[config.mk]
export PLATFORM = sky130hd
export DESIGN_NAME = irq_vector_ctrl
export DESIGN_NICKNAME = d
export VERILOG_FILES = /design/src/rtl/irq_vector_ctrl.sv
export SDC_FILE = /design/constraint.sdc
export NUM_CORES = 1
export LEC_CHECK = 0
export ABC_AREA = 1
export CORE_AREA = 2 2 212 110
export CTS_BUF_LIST = sky130_fd_sc_hd__clkbuf_2
export CTS_CLUSTER_DIAMETER = 150
export CTS_CLUSTER_SIZE = 16
export DETAILED_ROUTE_END_ITERATION = 8
export DIE_AREA = 0 0 214 112
export PLACE_DENSITY = 0.65
export SYNTH_ARGS = -nofsm -noshare
export SYNTH_HDL_FRONTEND = slang
export SYNTH_SLANG_ARGS = --single-unit
[constraint.sdc]
create_clock -name clk -period 66.9 [get_ports clk]
set_input_delay 16.725 -clock clk [delete_from_list [all_inputs] [get_ports clk]]
set_output_delay 16.725 -clock clk [all_outputs]
set_load 0.005 [all_outputs]
[src/rtl/irq_vector_ctrl.sv]
module irq_vector_ctrl #(
  parameter int LVL_W = 3,
  parameter int ADDR_W = 24,
  parameter logic [ADDR_W-1:0] BASE_RST = 24'h008000,
  parameter int VEC_LO = 4,
  parameter int VEC_HI = 26
) (
  input  logic              clk,
  input  logic              rst_n,
  input  logic              reg_we,
  input  logic [5:0]        reg_addr,
  input  logic [15:0]       reg_wdata,
  output logic [15:0]       reg_rdata,
  input  logic [31:0]       irq_req,
  input  logic [2:0]        irq_alt,
  input  logic [LVL_W-1:0]  cpu_level,
  input  logic              ack,
  output logic              irq_pending,
  output logic [4:0]        vec_num,
  output logic [LVL_W-1:0]  vec_level,
  output logic [ADDR_W-1:0] vec_addr
);
  localparam int HI_W = ADDR_W - 16;
  localparam int SH0 = 12, SH1 = 15, SH2 = 20;

  logic [ADDR_W-9:0] base_hi;
  logic [31:0] en;
  logic [LVL_W-1:0] lvl [32];
  logic [31:0] req;
  logic [4:0] win_num;
  logic [LVL_W-1:0] win_lvl;

  wire [4:0] idx = reg_addr[4:0];
  wire cfg_sel = reg_addr[5] && int'(idx) >= VEC_LO && int'(idx) <= VEC_HI;

  always_ff @(posedge clk or negedge rst_n) begin
    if (!rst_n) begin
      base_hi <= BASE_RST[ADDR_W-1:8];
      en <= '0;
      for (int i = 0; i < 32; i++) lvl[i] <= '0;
    end else if (reg_we) begin
      if (reg_addr == 6'd0) base_hi[7:0] <= reg_wdata[15:8];
      else if (reg_addr == 6'd1) base_hi[ADDR_W-9:8] <= reg_wdata[HI_W-1:0];
      else if (cfg_sel) begin
        en[idx] <= reg_wdata[LVL_W];
        lvl[idx] <= reg_wdata[LVL_W-1:0];
      end
    end
  end

  always_comb begin
    reg_rdata = '0;
    if (reg_addr == 6'd0) reg_rdata[15:8] = base_hi[7:0];
    else if (reg_addr == 6'd1) reg_rdata[HI_W-1:0] = base_hi[ADDR_W-9:8];
    else if (cfg_sel) begin
      reg_rdata[LVL_W] = en[idx];
      reg_rdata[LVL_W-1:0] = lvl[idx];
    end
  end

  always_comb begin
    req = irq_req;
    req[SH0] = irq_req[SH0] | irq_alt[0];
    req[SH1] = irq_req[SH1] | irq_alt[1];
    req[SH2] = irq_req[SH2] | irq_alt[2];
  end

  always_comb begin
    win_lvl = '0;
    win_num = '0;
    for (int i = VEC_HI; i >= VEC_LO; i--)
      if (req[i] && en[i] && lvl[i] != '0 && lvl[i] >= win_lvl) begin
        win_lvl = lvl[i];
        win_num = 5'(i);
      end
  end

  assign irq_pending = win_lvl > cpu_level;

  always_ff @(posedge clk or negedge rst_n) begin
    if (!rst_n) begin
      vec_num <= '0;
      vec_level <= '0;
      vec_addr <= '0;
    end else if (ack && irq_pending) begin
      vec_num <= win_num;
      vec_level <= win_lvl;
      vec_addr <= {base_hi, 1'b0, win_num, 2'b00};
    end
  end
endmodule


# Word-level counts from Yosys, hierarchy flattened

Cells that the tools add are included.

Bits in registers: 173
Input bits: 64
Output and inout port bits: 49
Word-level logic and storage cells: 238

$lt $le $gt $ge: 30
Equal/unequal tests: 1
Multiplexer cells: 62
Bitwise gates (word level): 6
Reductions and logical operators: 101

Operators with widths:

| operator             | number |
|---|---|
| $mux W5              | 23 |
| $bwmux W96           | 1 |
| $mux W3              | 26 |
| $logic_and A1 B1 Y1  | 74 |
| $reduce_bool A3 Y1   | 23 |
| $ge A3 B3 Y1         | 22 |
| $bwmux W32           | 1 |
| $mux W8              | 2 |
| $bmux W3 S5          | 1 |
| $demux W3 S5         | 1 |
| $mux W4              | 3 |
| $eq A6 B1 Y1 const B | 1 |
| $ge A6 B6 Y1 const B | 1 |
| $logic_not A6 Y1     | 1 |
| $lt A5 B6 Y1 const B | 1 |
| $lt A6 B1 Y1 const B | 1 |
| $not A5 Y6           | 1 |
| $bmux W1 S5          | 1 |
| $demux W1 S5         | 1 |
| $ge A5 B1 Y1 const B | 1 |
| $ge A5 B3 Y1 const B | 1 |
| $le A5 B5 Y1 const B | 1 |
| $reduce_and A4 Y1    | 1 |
| $ge A3 B1 Y1 const B | 1 |
| 6 further kinds      | 10 |

# Depth between registers and ports, before layout

Depth after elaboration: 72
Gate-level depth with buffers: 218
Gate-level depth less buffers: 218

# Least setup slack after synthesis

OpenSTA, ideal clock, no wires.

Path kind: input to output
Start point: in irq_req[26]
End point: out irq_pending
Data arrival time: 36.919 ns
Required time: 50.175 ns
Setup slack: 13.256 ns
Stages on the path: 195
Buffers on the path: 0
Cells stage by stage: nand2_1 > a31oi_1 > inv_1 > nor2_1 > ha_1 > inv_2 > nand2_1 > nand2_1 > nand2_1 > nand2_2 > nand2_1 > o21ai_0 > ha_1 > inv_1 > nand2_1 > o21ai_0 > inv_1 > nand2_2 > [159 not listed] > ha_1 > o21ai_0 > nand3_4 > nand2_4 > nand2_1 > and2_1 > ha_1 > nand2_1 > o211ai_1 > nand2_1 > inv_1 > nand2_1 > and2_1 > ha_1 > a21oi_1 > o21ai_0 > nand2_1 > inv_1

Cells in the longest elaborated chain, start to end: 71

RTL lines:

| what                               | RTL line | RTL |
|---|---|---|
| start: declaration                 | 14       | `input logic [31:0] irq_req,` |
| $logic_and A1 B1 Y1 * (3 in a row) | 72       | `if (req[i] && en[i] && lvl[i] != '0 && lvl[i] >= win_lvl) begin` |
| $mux W3 *                          | 72       |  |
| $ge A3 B3 Y1                       | 72       |  |
| $logic_and A1 B1 Y1                | 72       |  |
| $mux W3 *                          | 72       |  |
| $ge A3 B3 Y1                       | 72       |  |
| $logic_and A1 B1 Y1                | 72       |  |
| $mux W3 *                          | 72       |  |
| [54 not listed]                    | --       |  |
| $ge A3 B3 Y1                       | 72       |  |
| $logic_and A1 B1 Y1                | 72       |  |
| $mux W3 *                          | 72       |  |
| $ge A3 B3 Y1                       | 72       |  |
| $logic_and A1 B1 Y1                | 72       |  |
| $mux W3 *                          | 72       |  |
| named net win_lvl[2]               | 31       | `logic [LVL_W-1:0] win_lvl;` |
| $gt A3 B3 Y1 *                     | 78       | `assign irq_pending = win_lvl > cpu_level;` |
| end: declaration                   | 18       | `output logic irq_pending,` |

The timed path passes the listed nets; every way through them passes the cells marked *.

# Worst setup path after layout

Same ends and word-level chain as after synthesis.

==> results.txt <==
The half-perimeter wire length after detailed placement is 21,800 um, and the count of H-tree levels built during CTS is 4. The portion of the clock cycle consumed by the worst path in the final layout works out to 86.9%. The clock network is responsible for 22.4% of the overall power. Data arrival time of the critical path: 41,400 ps. Internal power comes to 167 uW.

The min-delay analysis places its worst path in the category flip-flop to flip-flop. Setup repair after global routing left no endpoint under its margin. After synthesis, the most frequently instantiated cells are nand2_1 (309), inv_1 (166), o21ai_0 (157), dfrtp_1 (155), nand3_1 (79).

Summed over all nets, the switching power comes to 99.2 uW. TritonCTS built the clock tree. For this run, the leading register cell type out of synthesis is dfrtp_1. The cell count after synthesis is 1,299, and the final-report max-slew violation count is 0. The count of input and output buffers came out at 100. Cell accounting for the most synthesized area: dfrtp_1. The repair_antennas step left the layout with diodes totalling 0. The number of hold buffers added after CTS was 0.

After detailed routing, the average wire length per cell comes to 17.1 um. For the CTS buffer count, the log shows 17. Counting I/O delays and the setup requirement, the final critical path takes 58,130 ps. The largest single stage delay on the critical path is 500 ps. Share of the core filled with cells in the final layout: 50.5%.

The number of ports placed on the die boundary came out at 113. The clock insertion delay at the later pin of the skew report is 780 ps, and the clock input transition at the sequential cells of the worst setup and hold paths is 240 ps. The run finished with clean final reports. The number of setup buffers added after CTS is 0.

The worst pin sits at a relative slew slack of 31.7%. Entering global routing, the biggest net connects 91 pins. The static leakage is 5.36 nW.

Among all cell types in the netlist, the one instantiated most often is nand2_1. Setup violations remaining at the end of the flow were counted as 0. The synthesized netlist occupies a cell area of 0.00975 mm^2. The clock passes through at most 2 buffers. Excluding fillers, the count of instances in the completed layout stands at 1,688.

Number of distinct standard cells referenced by the synthesized netlist: 44. The kind of critical path was primary input to primary output. The residual antenna-violating net count after detailed routing is 0. The largest clock skew in the final design is 45.0 ps. Of the synthesized area, sequential elements account for 40.1%. For this design the ratio of total power to cell area is 23.8 mW/mm^2.

Cell with the largest stage delay on the worst path: clkdlybuf4s50_1. The aggregate negative setup slack was 0 ps; the layout net count was 1,463. For the starting DRC count in detailed routing, the log shows 1,140.

From left edge to right edge, the die measures 214 um. After synthesis, the cell types taking the most area are dfrtp_1 (40%), nand2_1 (12%), o21ai_0 (8.1%), inv_1 (6.4%), nand3_1 (4.1%). The die covers 0.0240 mm^2. The run gives 25.1% as the combined global-route utilization of all metal layers. Transition time of the tightest slew-check pin: 1020 ps. Critical path endpoint category: a primary output. The DRC violations left is 0. Most used cell along the critical path: nand2_1.

Each instance of the synthesized netlist takes up on average 7.50 um^2. The number of vias per cell is 5.35, and the number of antenna violations at the first check in global routing is 0. The post-synthesis register bit count works out to 156. The die is 112 um tall. The global-route wire length before repair was 47,000 um; the total of max-cap violations was 0. The fmax was 0.0172 GHz; the overflow left after global routing was 0. Post-CTS repair changed the size of 0 cells.

The total number of vias is 9,025. For this run, the detailed router's first-pass iteration total came to 5. For this run, asynchronously set or reset flops after synthesis account for 100%. At the end of routability-driven placement, the weighted congestion stood at 0.881. In this run switching power makes up 37.2% of total power.

The worst setup path is launched from a primary input. The worst hold slack across all endpoints came out at 411 ps. In this run, synthesis inferred 0 flip-flops with an integrated enable.

The area growth from synthesis to layout is 15.0%. Peak fanout along the critical path: 8. The tools report the worst-case vdd ir drop as 0.0000195 V. CTS placed an instance of clkbuf_2 at the clock tree root. Combinational logic is responsible for 32.3% of the overall power.

The hold violation total from the final report is 0, and the number of rows created at floorplan is 39. The fraction of layout instances using a drive strength above 1 was 10.9%; the number of global-route vias before repair was 8,481. The clock sink count is 156, and the routed wire length is 28,900 um. The run gives 43.9% as the initial core utilization.

The data required time of the worst path was 50,180 ps. The share of Yosys cell area claimed by the top area cell type works out to 39.8%. Counting tap cells, the placed design contains a total of 1,656 instances. Sequential cell fraction of total power: 45.3%. For this run, the number of Yosys warnings is 0. The total area inside the core boundary comes to 0.0222 mm^2.
sequential cells by signal, indices dropped and copies added (netlist names):
| signal | flops |
|---|---|
| lvl | 84 |
| vec_level | 3 |
| base_hi | 16 |
| en | 32 |
| vec_addr | 17 |
| vec_num | 4 |
cells in the final DEF, fill, tap and decap left out, types with 11 or more instances in the layout:
master | netlist | layout
a21oi_1 | 41 | 41
clkbuf_2 | 0 | 17
clkdlybuf4s50_1 | 0 | 99
dfrtp_1 | 155 | 155
ha_1 | 31 | 31
inv_1 | 166 | 166
nand2_1 | 309 | 309
nand2_2 | 40 | 40
nand2_4 | 13 | 13
nand3_1 | 79 | 79
nand3_2 | 36 | 36
nand4_1 | 11 | 11
nor2_1 | 61 | 61
o21ai_0 | 157 | 157
o22ai_1 | 48 | 48
metrics by stage:
stage / setup WS (ps) / cell area (um^2) / power (mW)
detailed placement: 9190 / 10900 / 0.207
CTS: 9090 / 11200 / 0.267
floorplan: 13260 / 9750 / 0.170
global route: 5830 / 11200 / 0.284
global placement: 9790 / 10900 / 0.205
finish: 8770 / 11200 / 0.266
area by class of cell:
| cell class | count | area (um^2) |
|---|---|---|
| Clock buffer | 17 | 85.1 |
| Clock inverter | 15 | 183 |
| Multi-Input combinational cell | 905 | 4920 |
| Fill cell | 2170 | 11000 |
| Timing Repair Buffer | 106 | 1050 |
| Tap cell | 307 | 384 |
| Sequential cell | 156 | 3910 |
| Inverter | 182 | 683 |
kinds of logic (layout without fill, tap and decap cells):
family / count (synthesis) / count (layout) / share of synthesized area, %
adder cells (fa/ha/maj): 31 / 31 / 3.98
other: 1 / 3 / 0.0385
flip-flops: 156 / 156 / 40.1
AO/OA/AOI/OAI: 305 / 305 / 18.1
buffers and inverters: 240 / 320 / 9.55
AND/OR/NAND/NOR: 566 / 566 / 28.2
critical path: cells and delay by family:
family / cells / cell delay (ps)
simple gates: 93 / 8520
fa+ha+maj: 23 / 6790
compound gates: 40 / 5940
buf+inv: 43 / 3420
routing by layer:
metal,global-route usage (%),vias up,wire length [um]
li1,-,4438,-
met4,3.68,0,207
met2,31.6,322,10700
met1,41.7,4245,15700
met3,6.75,20,2300
met5,0,-,0
power by group through the flow:
| stage | Clock (mW) | Combinational [mW] | Sequential [mW] |
|---|---|---|---|
| floorplan | 0 | 0.0506 | 0.119 |
| CTS | 0.0608 | 0.0860 | 0.120 |
| global route | 0.0642 | 0.0974 | 0.123 |
| global placement | 0 | 0.0836 | 0.122 |
| detailed placement | 0 | 0.0855 | 0.122 |
| finish | 0.0597 | 0.0861 | 0.121 |
path summary, 6_finish.rpt:
kind	from	end	slack, ps	cells past startpoint
worst max-delay path	irq_req[26]	irq_pending	8770	199
worst min-delay path	en[31]	en[31]	410	0
worst max register to register	en[26]	vec_addr[6]	41540	204
worst min register to register	en[31]	en[31]	410	0
max in group asynchronous	rst_n	lvl[76]	49480	2
min in group asynchronous	rst_n	base_hi[10]	15990	1
Power figures use the tool's default switching activity.
